File: config.mk
export PLATFORM = sky130hd
export DESIGN_NAME = sgdma_engine
export DESIGN_NICKNAME = d
export VERILOG_FILES = /design/src/rtl/sgdma_pkg.sv /design/src/rtl/sgdma_cmdq.sv /design/src/rtl/sgdma_bus_policy.sv /design/src/rtl/sgdma_walker.sv /design/src/rtl/sgdma_engine.sv
export SDC_FILE = /design/constraint.sdc
export NUM_CORES = 1
export LEC_CHECK = 0
export ABC_AREA = 1
export BUFFER_PORTS_ARGS = -buffer_cell sky130_fd_sc_hd__buf_2
export CORE_AREA = 2 2 145 147
export DETAILED_ROUTE_END_ITERATION = 6
export DIE_AREA = 0 0 147 149
export GPL_ROUTABILITY_DRIVEN = 0
export PLACE_DENSITY = 0.83
export SETUP_SLACK_MARGIN = 0.15
export SLEW_MARGIN = 20
export SYNTH_ARGS = -nofsm -noshare
export SYNTH_HDL_FRONTEND = slang
export SYNTH_HIERARCHICAL = 1
export SYNTH_SLANG_ARGS = --single-unit
File: constraint.sdc
create_clock -name clk -period 2.8 [get_ports clk]
set_input_delay 0.14 -clock clk [delete_from_list [all_inputs] [get_ports clk]]
set_output_delay 0.14 -clock clk [all_outputs]
set_load 0.005 [all_outputs]
File: src/rtl/sgdma_pkg.sv
package sgdma_pkg;

    typedef enum logic [1:0] {
        MODE_HOLD   = 2'b00,
        MODE_STEAL  = 2'b01,
        MODE_IDLE   = 2'b10,
        MODE_HOLD2  = 2'b11
    } bus_mode_e;

    typedef enum logic [2:0] {
        WK_IDLE,
        WK_FSRC,
        WK_FDST,
        WK_FLEN,
        WK_READ,
        WK_WRITE,
        WK_DONE
    } walk_state_e;

    localparam int DESC_WORDS = 3;

endpackage

File: src/rtl/sgdma_cmdq.sv
module sgdma_cmdq #(
    parameter int DEPTH = 4,
    parameter int AW    = 16
) (
    input  logic          clk,
    input  logic          rst_n,
    input  logic          push_i,
    input  logic [AW-1:0] push_data_i,
    input  logic          pop_i,
    input  logic          ovf_clr_i,
    output logic [AW-1:0] head_o,
    output logic          empty_o,
    output logic          ovf_o
);
    localparam int PW = (DEPTH > 1) ? $clog2(DEPTH) : 1;

    typedef struct packed {
        logic [DEPTH-1:0][AW-1:0] slot;
        logic [PW-1:0]            wp;
        logic [PW-1:0]            rp;
        logic [PW:0]              cnt;
        logic                     ovf;
    } q_state_t;

    q_state_t s_q, s_d;
    logic full, do_pop;

    always_comb begin
        s_d    = s_q;
        full   = (s_q.cnt == (PW+1)'(DEPTH));
        do_pop = pop_i && (s_q.cnt != '0);
        if (do_pop) begin
            s_d.rp = (s_q.rp == PW'(DEPTH-1)) ? '0 : s_q.rp + PW'(1);
        end
        if (push_i && !full) begin
            s_d.slot[s_q.wp] = push_data_i;
            s_d.wp = (s_q.wp == PW'(DEPTH-1)) ? '0 : s_q.wp + PW'(1);
        end
        s_d.cnt = s_q.cnt + (PW+1)'(push_i && !full) - (PW+1)'(do_pop);
        if (ovf_clr_i) s_d.ovf = 1'b0;
        if (push_i && full) s_d.ovf = 1'b1;
    end

    always_ff @(posedge clk or negedge rst_n) begin
        if (!rst_n) s_q <= '0;
        else        s_q <= s_d;
    end

    assign head_o  = s_q.slot[s_q.rp];
    assign empty_o = (s_q.cnt == '0);
    assign ovf_o   = s_q.ovf;

    AST_FULL_REJECT: assert property (@(posedge clk) disable iff (!rst_n)
        (push_i && s_q.cnt == (PW+1)'(DEPTH)) |=> ovf_o);
    AST_CNT_BOUND: assert property (@(posedge clk) disable iff (!rst_n)
        s_q.cnt <= (PW+1)'(DEPTH));
endmodule

File: src/rtl/sgdma_bus_policy.sv
module sgdma_bus_policy
    import sgdma_pkg::*;
(
    input  logic      clk,
    input  logic      rst_n,
    input  bus_mode_e mode_i,
    input  logic      need_i,
    input  logic      cpu_req_i,
    input  logic      gnt_i,
    output logic      req_o,
    output logic      acc_o
);
    typedef struct packed {
        logic acc;
    } pol_state_t;

    pol_state_t s_q, s_d;

    always_comb begin
        unique case (mode_i)
            MODE_STEAL: req_o = need_i && !s_q.acc;
            MODE_IDLE:  req_o = need_i && !cpu_req_i;
            default:    req_o = need_i;
        endcase
        acc_o     = req_o && gnt_i;
        s_d.acc   = acc_o;
    end

    always_ff @(posedge clk or negedge rst_n) begin
        if (!rst_n) s_q <= '0;
        else        s_q <= s_d;
    end

    AST_STEAL_GAP: assert property (@(posedge clk) disable iff (!rst_n)
        (mode_i == MODE_STEAL && acc_o) |=> !acc_o);
    AST_BG_YIELD: assert property (@(posedge clk) disable iff (!rst_n)
        (mode_i == MODE_IDLE && req_o) |-> !cpu_req_i);
endmodule

File: src/rtl/sgdma_walker.sv
module sgdma_walker
    import sgdma_pkg::*;
#(
    parameter int AW = 16,
    parameter int DW = 32,
    parameter int LW = 16,
    parameter int CW = 16
) (
    input  logic          clk,
    input  logic          rst_n,
    input  logic          q_empty_i,
    input  logic [AW-1:0] q_head_i,
    output logic          q_pop_o,
    input  logic [1:0]    mode_i,
    output bus_mode_e     mode_o,
    output logic          need_o,
    input  logic          acc_i,
    output logic [AW-1:0] addr_o,
    output logic          we_o,
    output logic [DW-1:0] wdata_o,
    input  logic [DW-1:0] rdata_i,
    output logic          done_o,
    output logic [CW-1:0] words_o
);
    typedef struct packed {
        walk_state_e   st;
        bus_mode_e     mode;
        logic [AW-1:0] ptr;
        logic [AW-1:0] src;
        logic [AW-1:0] dst;
        logic [LW-1:0] len;
        logic          last;
        logic [DW-1:0] data;
        logic [CW-1:0] words;
    } wk_state_t;

    wk_state_t s_q, s_d;
    walk_state_e after_run;
    logic [LW-1:0] rd_len;

    always_comb begin
        s_d       = s_q;
        q_pop_o   = 1'b0;
        need_o    = 1'b0;
        addr_o    = '0;
        we_o      = 1'b0;
        wdata_o   = '0;
        done_o    = 1'b0;
        rd_len    = rdata_i[LW-1:0];
        after_run = s_q.last ? WK_DONE : WK_FSRC;
        unique case (s_q.st)
            WK_IDLE: begin
                if (!q_empty_i) begin
                    q_pop_o  = 1'b1;
                    s_d.ptr  = q_head_i;
                    s_d.words = '0;
                    s_d.mode = bus_mode_e'(mode_i);
                    s_d.st   = WK_FSRC;
                end
            end
            WK_FSRC: begin
                need_o = 1'b1;
                addr_o = s_q.ptr;
                if (acc_i) begin
                    s_d.src = rdata_i[AW-1:0];
                    s_d.st  = WK_FDST;
                end
            end
            WK_FDST: begin
                need_o = 1'b1;
                addr_o = s_q.ptr + AW'(1);
                if (acc_i) begin
                    s_d.dst = rdata_i[AW-1:0];
                    s_d.st  = WK_FLEN;
                end
            end
            WK_FLEN: begin
                need_o = 1'b1;
                addr_o = s_q.ptr + AW'(2);
                if (acc_i) begin
                    s_d.len  = rd_len;
                    s_d.last = rdata_i[DW-1];
                    s_d.ptr  = s_q.ptr + AW'(DESC_WORDS);
                    if (rd_len == '0) s_d.st = rdata_i[DW-1] ? WK_DONE : WK_FSRC;
                    else              s_d.st = WK_READ;
                end
            end
            WK_READ: begin
                need_o = 1'b1;
                addr_o = s_q.src;
                if (acc_i) begin
                    s_d.data = rdata_i;
                    s_d.st   = WK_WRITE;
                end
            end
            WK_WRITE: begin
                need_o  = 1'b1;
                addr_o  = s_q.dst;
                we_o    = 1'b1;
                wdata_o = s_q.data;
                if (acc_i) begin
                    s_d.src   = s_q.src + AW'(1);
                    s_d.dst   = s_q.dst + AW'(1);
                    s_d.len   = s_q.len - LW'(1);
                    s_d.words = s_q.words + CW'(1);
                    s_d.st    = (s_q.len == LW'(1)) ? after_run : WK_READ;
                end
            end
            WK_DONE: begin
                done_o = 1'b1;
                s_d.st = WK_IDLE;
            end
            default: s_d.st = WK_IDLE;
        endcase
    end

    always_ff @(posedge clk or negedge rst_n) begin
        if (!rst_n) begin
            s_q      <= '0;
            s_q.st   <= WK_IDLE;
            s_q.mode <= MODE_HOLD;
        end else begin
            s_q <= s_d;
        end
    end

    assign mode_o  = s_q.mode;
    assign words_o = s_q.words;

    AST_ZERO_SKIP: assert property (@(posedge clk) disable iff (!rst_n)
        (s_q.st == WK_FLEN && acc_i && rd_len == '0) |=> (s_q.st != WK_READ));
    AST_MODE_HELD: assert property (@(posedge clk) disable iff (!rst_n)
        (s_q.st != WK_IDLE && $past(s_q.st) != WK_IDLE) |-> $stable(s_q.mode));
endmodule

File: src/rtl/sgdma_engine.sv
module sgdma_engine
    import sgdma_pkg::*;
#(
    parameter int AW    = 16,
    parameter int DW    = 32,
    parameter int LW    = 16,
    parameter int CW    = 16,
    parameter int QDEPTH = 4
) (
    input  logic          clk,
    input  logic          rst_n,
    input  logic [1:0]    mode_i,
    input  logic          cmd_push_i,
    input  logic [AW-1:0] cmd_desc_i,
    input  logic          irq_clr_i,
    input  logic          ovf_clr_i,
    output logic          irq_o,
    output logic          ovf_o,
    output logic          cmd_done_o,
    output logic [CW-1:0] cmd_words_o,
    input  logic          cpu_req_i,
    output logic          bus_req_o,
    input  logic          bus_gnt_i,
    output logic [AW-1:0] bus_addr_o,
    output logic          bus_we_o,
    output logic [DW-1:0] bus_wdata_o,
    input  logic [DW-1:0] bus_rdata_i
);
    logic [AW-1:0] q_head;
    logic          q_empty, q_pop, need, acc;
    bus_mode_e     run_mode;

    typedef struct packed {
        logic irq;
    } top_state_t;

    top_state_t s_q, s_d;

    sgdma_cmdq #(.DEPTH(QDEPTH), .AW(AW)) u_q (
        .clk(clk), .rst_n(rst_n),
        .push_i(cmd_push_i), .push_data_i(cmd_desc_i),
        .pop_i(q_pop), .ovf_clr_i(ovf_clr_i),
        .head_o(q_head), .empty_o(q_empty), .ovf_o(ovf_o)
    );

    sgdma_walker #(.AW(AW), .DW(DW), .LW(LW), .CW(CW)) u_walk (
        .clk(clk), .rst_n(rst_n),
        .q_empty_i(q_empty), .q_head_i(q_head), .q_pop_o(q_pop),
        .mode_i(mode_i), .mode_o(run_mode),
        .need_o(need), .acc_i(acc),
        .addr_o(bus_addr_o), .we_o(bus_we_o), .wdata_o(bus_wdata_o),
        .rdata_i(bus_rdata_i),
        .done_o(cmd_done_o), .words_o(cmd_words_o)
    );

    sgdma_bus_policy u_pol (
        .clk(clk), .rst_n(rst_n),
        .mode_i(run_mode), .need_i(need), .cpu_req_i(cpu_req_i),
        .gnt_i(bus_gnt_i), .req_o(bus_req_o), .acc_o(acc)
    );

    always_comb begin
        s_d = s_q;
        if (irq_clr_i)  s_d.irq = 1'b0;
        if (cmd_done_o) s_d.irq = 1'b1;
    end

    always_ff @(posedge clk or negedge rst_n) begin
        if (!rst_n) s_q <= '0;
        else        s_q <= s_d;
    end

    assign irq_o = s_q.irq;

    AST_IRQ_SET: assert property (@(posedge clk) disable iff (!rst_n)
        cmd_done_o |=> irq_o);
    AST_BURST_HOLD: assert property (@(posedge clk) disable iff (!rst_n)
        ((run_mode == MODE_HOLD || run_mode == MODE_HOLD2) && bus_req_o && !bus_gnt_i)
        |=> bus_req_o);
    AST_DONE_QUIET: assert property (@(posedge clk) disable iff (!rst_n)
        cmd_done_o |-> !bus_req_o);
endmodule

==> impl_metrics.ini, run 1 <==
[clock_tree]
h-tree-depth = 4
cts_tree = yes
cts.path.max_buffers = 2
cts_buffers = 17
cts-root-buf = clkbuf_16
clkLatencyLatePin_ps = 430
clkSinkCount = 192
clk_pin_slew_worst_paths_ps = 80

[layout]
fin_nets = 1882
drive_gt1_frac = 0.130
stdcell_area_um2 = 13600
area.growth.synth_to_final_pct = 13.9
num_antenna_cells = 0
regArea_um2 = 4810
fillCellCount = 1731
utilization = 0.662
multiInputGateArea_um2 = 5770

[critical_path]
arrival_ps = 2370
path_max_fanout = 27
crit_family = buffers and inverters
cp.depth = 8
crit_path_end_kind = output pin
cp-start-kind = register
cpMaxStageDelayCell = dfrtp_1
r2r_setup_slack_ps = 300
r2r-start = u_q/s_q[2]
ff2ff_path_depth = 16
max_stage_delay_ps = 460
crit_end = bus_addr_o[4]
crit_path_start = u_walk/s_q[117]
worstPathCellList = inv_2, nand2_4, nor2_8, inv_1, a21oi_1, o21ai_0, nand3_1, buf_2
crit_type = reg2out
worst-path-buf-inv = 3
critical_path_required_ps = 2660
rr_endpoint = u_q/s_q[3]

[route]
drt_iter0_markers = 1279
vias_per_cell = 5.69
wl_mm = 32.8
via_count = 11900
dr.pass1.iters = 7
drc = 0
detail-route-antenna-nets = 0
wl_per_cell_um = 15.7

[outcome]
status = finished, final reports clean

[pwr]
switchingPower_mw = 6.42
p_int_mw = 7.63
leakage_nw = 7.04
power_frac_comb = 0.466
p_sw_frac = 0.457
max-vdd-ir-drop_mv = 0.600
power_frac_seq = 0.350
p_clk_frac = 0.184
power_density_nw_per_um2 = 1030

[global_route]
grt_util_met2 = 0.515
grt_use_met1 = 0.394
top_usage_layer = met2
grt_pass1_wl_mm = 53.7
grt_pass1_vias = 11000
grt_max_degree = 76
grt_overflow_total = 0
grtUsageMet3 = 0.0407
grtUsageTotal = 0.300
antenna_found_initial = 0

[sta]
slew_viol_final = 0
tightest_slew_ps = 719
fin_crit_ps = 2510
setup_tns_ps = 0
finClkSkew_ps = 11.0
hold_viol_final = 0
rsz0062_at_grt = no
fmax_ghz = 0.398
setup_viol = 0
relSlewSlack = 0.521
fin_crit_sh = 0.897

[run]
drv_cap = 0

[logic_synthesis]
yosysSeqAreaShare = 0.402
ys_seq_elements = 192
yosysUniqueCellTypes = 47
syn_inst = 1692
async_flop_share = 1.00
yosysTopAreaCell = dfrtp_1
synth_top_flop_cell = dfrtp_1
synth_fp_nets = 1768
yosys_warnings = 6
synthTopCellsByArea = dfrtp_1 (40%), nand2_1 (15%), inv_1 (6.7%)
synth_commonest_cells = nand2_1 (463), inv_1 (214), dfrtp_1 (192)
synth_top_area_share = 0.402
syn_area_per_cell_um2 = 7.06
synth_area_um2 = 11900
synth-edff-count = 0
post-synth-top-count-cell = nand2_1

[worst_hold_path]
hp-class = in2reg

[place]
dpl.hpwl_mm = 22.5
place_area_um2 = 12600
portBuffers = 125

[floorplan]
start_util = 0.581
rows = 53
die_h_um = 149
core_area_um2 = 20600
fp.dieArea_um2 = 21900
fp.dieW_um = 147
num_io_pins = 126
[worst reg2reg max path: cells and delay by family (launching register included)]
kind	cells	cell delay [ps]
buffers and inverters	6	400
and+or+nand+nor	6	470
adders and majority gates	3	890
DFF	1	440
xor gates and xnor gates	1	170
[layer usage]
layer,share of wire,vias up
met5,0,-
met4,0.027,0
met3,0.075,67
met2,0.50,576
met1,0.40,5546
li1,-,5732
[flip-flops by register name, indices dropped and copies added, names as in the netlist]
signal          flops
u_walk/s_q        100
irq_o               1
u_walk/mode_o       2
u_pol/s_q           1
u_q/ovf_o           1
u_walk/words_o     16
u_q/s_q            71
[per-stage QoR]
step	setup slack, ps	hold slack (ps)	std cells	power, mW
final	289	3.05	2094	14.0
after detailed placement	242	215	2024	11.2
after global placement	374	219	2024	10.9
after floorplan	378	-156	1692	9.39
after CTS	229	0.372	2092	13.9
after global routing	108	2.77	2094	15.1
[cell usage in the layout (no fill, tap or decap), types with 4 or more instances in the layout]
master         count
o2111ai_1          4
nand3_2            6
a21oi_1           93
nand2_1          461
nand2_4            4
a32oi_1            4
buf_4             25
o211ai_1          21
o21ai_1           13
clkbuf_16         17
or2_2              5
dlygate4sd3_1     36
a31oi_1           10
o22ai_1           11
xor2_1             6
nor3_1            20
nor2_2             5
nand2_2           11
inv_1            214
inv_6              6
ha_1              18
a22oi_1           14
o21ai_0          126
nand3_1           81
nor2_4             5
dfrtp_1          190
inv_2             10
nor2_1           156
nand4_1           88
buf_2            124
[logic make-up (layout without fill, tap and decap cells)]
group | count (synthesis) | in the layout | synth area share
adder cells (fa/ha/maj) | 19 | 19 | 0.0205
XOR/XNOR | 8 | 8 | 0.00586
buffers and inverters | 317 | 444 | 0.116
AND/OR/NAND/NOR | 848 | 848 | 0.311
flip-flops | 192 | 192 | 0.402
AO/OA/AOI/OAI | 308 | 308 | 0.145
[timing repair]
item	CTS	global route
gates resized for setup	0	5
hold buffers	36	0
buffers inserted	0	2
endpoints found under the hold margin	127	0
endpoints found under the setup margin	0	1
[worst min-delay path by stage]
stage / start / endpoint / slack, ps / cells past startpoint
3_5_place_dp: rst_n / u_walk/words_o[15] / 210 / 1
5_1_grt: cmd_desc_i[6] / u_q/s_q[46] / 3 / 3
2_1_floorplan: rst_n / irq_o / -160 / 0
4_1_cts: cmd_desc_i[6] / u_q/s_q[46] / 0.4 / 3
6_report: cmd_desc_i[12] / u_q/s_q[68] / 3 / 3
3_3_place_gp: rst_n / u_walk/words_o[15] / 220 / 1
[power groups by stage]
stage                     Sequential, mW  Clock, mW  Combinational, mW
final                               4.92       2.59               6.54
after global routing                5.04       2.73               7.35
after CTS                           4.88       2.61               6.40
after detailed placement            4.91          0               6.30
after global placement              4.85          0               6.08
after floorplan                     4.65          0               4.74
[layout make-up]
cell class | count | share of cell area
clock inverter | 15 | 0.0144
timing repair buffer | 188 | 0.0898
multi-input combinational | 1183 | 0.424
tap | 275 | 0.0253
clock buffer | 17 | 0.0313
sequential | 192 | 0.353
inverter | 224 | 0.0618
(Power assumes the default switching activity.)
==> run 2, diff against run 1 <==
Settings changed: ABC_AREA 1 to 0, CORE_AREA 2 2 145 147 to 2 2 148 150, DIE_AREA 0 0 147 149 to 0 0 150 152.
==> run 2 against run 1 <==
Power up 16%. Critical path depth is 7 higher. Clock power shrank 6%. Combinational power grew 28%. Final area is 5.0% higher. Global-route usage increased by 1.3 points. Critical path type is now reg2reg. Sequential share of layout area decreased by 1.7 points. Register-to-register slack worse by 270 ps. Setup slack got worse by 260 ps. Largest cell class unchanged.
==> impl_metrics.ini, run 2 <==
[outcome]
status = finished, final reports clean

[layout]
area.growth.synth_to_final_pct = 13.3
top_register = u_walk/s_q
fin_nets = 1485
stdcell_area_um2 = 14300
drive_gt1_frac = 0.259
final_common_cell = dfrtp_1
num_antenna_cells = 0
final_cell_mix = dfrtp_1 (191), buf_2 (123), nand3_1 (109)
stdcell_count = 1702
largest_register_ffs = 100

[logic_synthesis]
synth_commonest_cells = dfrtp_1 (192), nand3_1 (111), a21oi_1 (79)
async_flop_share = 1.00
yosysSeqAreaShare = 0.381
synth-edff-count = 0
syn_inst = 1321
yosysTopAreaCell = dfrtp_1
yosys_warnings = 6
synth_area_um2 = 12600
ys_seq_elements = 192
synth_top_flop_cell = dfrtp_1
synth_fp_nets = 1397
syn_area_per_cell_um2 = 9.55
synth_top_area_share = 0.381
synthTopCellsByArea = dfrtp_1 (38%), nand4bb_1 (5.9%), a21bo_2 (5.1%)
yosysUniqueCellTypes = 73
post-synth-top-count-cell = dfrtp_1

[place]
portBuffers = 125
dp_cells = 1636
place_area_um2 = 13400
dpl.hpwl_mm = 22.8

[critical_path]
worst-path-buf-inv = 3
max_stage_delay_ps = 380
path_max_fanout = 2
r2r-start = u_walk/mode_o[0]
arrival_ps = 3070
cpMaxStageDelayCell = dfrtp_1
crit_path_end_kind = register
crit_type = reg2reg
critical_path_required_ps = 3110
worstPathCellList = inv_1, ha_2, mux2_4, a21oi_4, nand3_2, a21o_1, nor2_4, o31ai_4, inv_2, ha_4, inv_2, ha_4, fa_2, xor2_1, xnor2_1
crit_family = adder cells
crit_path_start = u_walk/mode_o[0]
cp-start-kind = register

[sta]
slew_viol_final = 0
fin_crit_ps = 2770
fin_crit_sh = 0.988
relSlewSlack = 0.329
hold_viol_final = 0
setup_viol = 0
fmax_ghz = 0.361
tightest_slew_ps = 1010
finClkSkew_ps = 17.4
rsz0062_at_grt = yes

[route]
detail-route-antenna-nets = 0
dr.pass1.iters = 6
via_count = 11400
drc = 0
wl_mm = 35.4
drt_iter0_markers = 1360
vias_per_cell = 6.67
wl_per_cell_um = 20.8

[worst_hold_path]
hp-start = cmd_desc_i[1]
hp-class = in2reg

[clock_tree]
cts-root-buf = clkbuf_16
cts_buffers = 17
cts_tree = yes
cts.path.max_buffers = 2
clkLatencyLatePin_ps = 450
clkSinkCount = 192
clk_pin_slew_worst_paths_ps = 90
h-tree-depth = 4

[floorplan]
die_h_um = 152
num_io_pins = 126
rows = 54
fp.dieW_um = 150
fp.dieArea_um2 = 22800
core_area_um2 = 21400
start_util = 0.591

[pwr]
max-vdd-ir-drop_mv = 0.903
leakage_nw = 5.95
power_density_nw_per_um2 = 1140

[global_route]
grt_pass1_wl_mm = 57.7
grt_overflow_total = 0
grtUsageTotal = 0.313
grt_max_degree = 87
grt_pass1_vias = 10900
antenna_found_initial = 1

[run]
drv_cap = 0
## run 2: cell count changes after synthesis, moves of 43 or more
cell and delta:
nand2_1 -393, mux2_2 +43, nand4_1 -73, o211ai_1 +52
inv_1 -189, clkbuf_1 +54, o21ai_0 -71, a21bo_2 +64
nand4bb_1 +66, nor2_1 -82
## run 2: repair_timing
item | in CTS | in global routing
setup endpoints to repair | 2 | 21
setup buffers | 4 | 4
pin swaps | 7 | 7
hold buffers | 26 | 0
gates resized for setup | 1 | 6
endpoints found under the hold margin | 111 | 0
gates cloned | 0 | 0
## run 2: tightest hold or removal path: stages
cell and delay [ps]:
buf_2 120, nand3_1 80, o211ai_1 80
## run 2: final timing paths
| check | depth (start not counted) | slack [ps] | end |
|---|---|---|---|
| min reg2reg | 1 | 490 | irq_o |
| max in group asynchronous | 3 | 1710 | u_walk/s_q[41] |
| min in group asynchronous | 2 | 290 | u_walk/words_o[9] |
| max reg2reg | 15 | 30 | u_q/s_q[3] |
| min | 3 | 10 | u_q/s_q[9] |
| max | 15 | 30 | u_q/s_q[3] |
## run 2: logic make-up (layout without fill, tap and decap cells)
kind of cell,Yosys count,count (layout),share of synthesized area
DFF,192,192,0.381
xor gates and xnor gates,25,25,0.0174
muxes,74,74,0.0794
adders and majority gates,19,19,0.0194
and+or+nand+nor,454,454,0.215
buffers and inverters,165,266,0.0611
AOI/OAI and AO/OA,392,392,0.227
## run 2: where the power goes
part / internal, mW / total [mW] / leakage, nW / switching (mW)
Sequential: 4.04 / 5.43 / 2.32 / 1.39
Combinational: 3.95 / 8.39 / 3.36 / 4.44
Clock: 1.19 / 2.43 / 0.276 / 1.25
Total: 9.17 / 16.3 / 5.95 / 7.08
## run 2: layout make-up
cell class	count	area (µm²)
multi-input cells	964	7100
fillers	1671	7060
flip-flops and latches	192	4810
repair buffers	208	1370
clock buffers	17	425
well taps	280	350
clock inverters	15	143
inverters	26	97.6
## run 2: per-stage QoR
stage | worst slack, ps | utilization | hold WS [ps] | power (mW) | TNS (ps)
finish | 33.1 | 0.669 | 10.0 | 16.3 | 0
global placement | 20.2 | 0.626 | 241 | 13.1 | 0
floorplan | -376 | - | -156 | 11.2 | -656
detailed placement | -20.7 | 0.626 | 253 | 13.4 | -20.7
CTS | 14.3 | 0.666 | 0.683 | 16.0 | 0
global route | -70.7 | 0.669 | 11.4 | 17.2 | -70.7
## run 2: layer usage
metal | wire length, µm | GRT usage
met1 | 14800 | 0.445
met2 | 16400 | 0.476
met4 | 1150 | 0.131
met3 | 3020 | 0.0520
met5 | 13 | 0
==> run 3, diff against run 2 <==
Settings changed: ABC_AREA 0 to 1, CORE_AREA 2 2 148 150 to 2 2 142 144, DIE_AREA 0 0 150 152 to 0 0 144 146, HOLD_SLACK_MARGIN set to 0.15, SYNTH_HIERARCHICAL 1 to unset.
==> run 3 against run 2 <==
Synthesized cell count is 25% higher. Synthesized area is 9.1% lower. Highest routed layer is now met4. Die area is 7.8% lower. Final cell count is 22% higher. Critical path type is now reg2out. Wire length is 7.2% lower. Sequential share of layout area is 2.4 points higher. Largest power group unchanged. Combinational power is 31% lower. Non-clock buffer count is 6 lower. Clock skew is 6.7 ps lower. Maximum frequency is 5.9% higher. Critical path depth is 8 lower. Hold slack better by 260 ps.
==> impl_metrics.ini, run 3 <==
[floorplan]
rows = 51
core_area_um2 = 19300
fp.dieArea_um2 = 21000
fp.dieW_um = 144
die_h_um = 146
num_io_pins = 126
start_util = 0.593

[sta]
tightest_slew_ps = 1020
relSlewSlack = 0.319
setup_viol = 0
slew_viol_final = 0
fin_crit_ps = 2610
fin_crit_sh = 0.933
rsz0062_at_grt = yes
setup_tns_ps = 0
finClkSkew_ps = 10.7
hold_viol_final = 0
fmax_ghz = 0.383

[route]
drc = 0
vias_per_cell = 5.65
via_count = 11700
dr.pass1.iters = 6
wl_mm = 32.9
wl_per_cell_um = 15.8
detail-route-antenna-nets = 0
drt_iter0_markers = 1404

[pwr]
leakage_nw = 6.77
total_power_mw = 13.1
max-vdd-ir-drop_mv = 0.627
power_frac_comb = 0.439
p_sw_frac = 0.456
switchingPower_mw = 5.99
p_int_mw = 7.15
p_clk_frac = 0.184
power_density_nw_per_um2 = 985
power_frac_seq = 0.377

[clock_tree]
clkLatencyLatePin_ps = 440
clk_pin_slew_worst_paths_ps = 80
clkSinkCount = 192
cts.path.max_buffers = 2
cts_tree = yes
cts_buffers = 17
h-tree-depth = 4
cts-root-buf = clkbuf_16

[run]
drv_cap = 0

[outcome]
status = finished, final reports clean

[logic_synthesis]
yosysUniqueCellTypes = 44
yosysTopAreaCell = dfrtp_1
async_flop_share = 1.00
synth_area_um2 = 11500
yosysSeqAreaShare = 0.419
synth-edff-count = 0
synth_fp_nets = 1730
syn_area_per_cell_um2 = 6.93
syn_inst = 1655
yosys_warnings = 0
synth_top_area_share = 0.419
synthTopCellsByArea = dfrtp_1 (42%), nand2_1 (16%), o21ai_0 (8.6%)
synth_top_flop_cell = dfrtp_1
synth_commonest_cells = nand2_1 (487), nor2_1 (222), o21ai_0 (197)
ys_seq_elements = 192
post-synth-top-count-cell = nand2_1

[place]
dpl.hpwl_mm = 22.2
portBuffers = 125

[critical_path]
arrival_ps = 2470
cp-start-kind = register
crit_type = reg2out
critical_path_required_ps = 2660
path_max_fanout = 10
crit_path_end_kind = output pin

[global_route]
grt_pass1_vias = 11000
grt_overflow_total = 0
antenna_found_initial = 0
grtUsageTotal = 0.314
grt_pass1_wl_mm = 53.1
grt_max_degree = 74

[layout]
final_cell_mix = nand2_1 (487), nor2_1 (221), o21ai_0 (197)
largest_register_ffs = 100
top_register = u_walk.s_q
drive_gt1_frac = 0.113
fin_nets = 1876
area.growth.synth_to_final_pct = 16.3
final_common_cell = nand2_1
num_antenna_cells = 0

[worst_hold_path]
hp-class = in2async
[run 3: changes by cell type after synthesis, moves of 18 or more]
cell,before,now
inv_1,25,170
o211ai_1,73,5
nor2_1,74,222
nand3_1,111,93
o21ai_0,55,197
and2_1,36,3
clkbuf_1,73,24
a21oi_1,79,60
mux2_2,43,0
nand2_1,70,487
a21bo_2,64,0
nand4bb_1,66,0
[run 3: per-stage QoR]
step                worst slack (ps)  instances  instance area [µm²]   util  hold WS (ps)
floorplan                        677       1655                11500      -          -156
global placement                 569       1989                12200  0.631           196
detailed placement               464       1989                12200  0.631           195
CTS                              259       2075                13300  0.689           294
global route                     134       2078                13300  0.690           320
finish                           188       2078                13300  0.690           272
[run 3: metal layers]
layer	global-route usage	vias up	part of all wire
li1	-	5570	-
met1	0.415	5416	0.41
met2	0.504	644	0.46
met3	0.0569	112	0.085
met4	0.140	0	0.042
met5	0	-	0
[run 3: cell type report]
type                    count  area (µm²)
fillers                  1562        6000
clock buffers              17         425
multi-input cells        1209        5580
inverters                 179         674
repair buffers            202        1380
clock inverters            14         145
flip-flops and latches    192        4800
well taps                 265         332
[run 3: cell families (layout without fill, tap and decap cells)]
kind of cell               Yosys count  after routing  synth area share
AOI/OAI and AO/OA                  321            321             0.151
xor gates and xnor gates            16             16            0.0122
adders and majority gates           18             18            0.0203
buffers and inverters              255            412            0.0947
DFF                                192            192             0.419
and+or+nand+nor                    853            854             0.303
[run 3: timing repair]
action	4_1_cts	5_1_grt
hold endpoints to repair	176	0
hold buffers	55	0
setup buffers	0	2
setup endpoints to repair	0	3
gates resized for setup	0	1
[run 3: power groups by stage]
stage	sequential, mW	combinational [mW]	clock [mW]
final	4.96	5.76	2.42
after global routing	5.09	6.54	2.57
after CTS	4.89	5.65	2.44
after detailed placement	4.91	5.54	0
after global placement	4.88	5.35	0
after floorplan	4.62	4.13	0
[run 3: critical path: stages (launching register included)]
cell	delay, ps
dfrtp_1	540
nand2_1	320
nor2_4	410
nand2_1	190
o21ai_0	180
a21oi_1	60
o21ai_0	160
buf_2	180
[run 3: path summary, 6_finish.rpt]
| check | from | endpoint | slack (ps) | cells past startpoint |
|---|---|---|---|---|
| min | rst_n | u_walk.s_q[52] | 270 | 2 |
| max reg2reg | u_walk.s_q[116] | u_walk.s_q[62] | 370 | 7 |
| min in group clk | bus_gnt_i | u_walk.s_q[51] | 300 | 5 |
| max | u_walk.s_q[115] | bus_addr_o[11] | 190 | 7 |
| max in group asynchronous | rst_n | u_walk.s_q[100] | 1680 | 3 |
| min reg2reg | u_walk.mode_o[1] | u_walk.mode_o[1] | 480 | 2 |
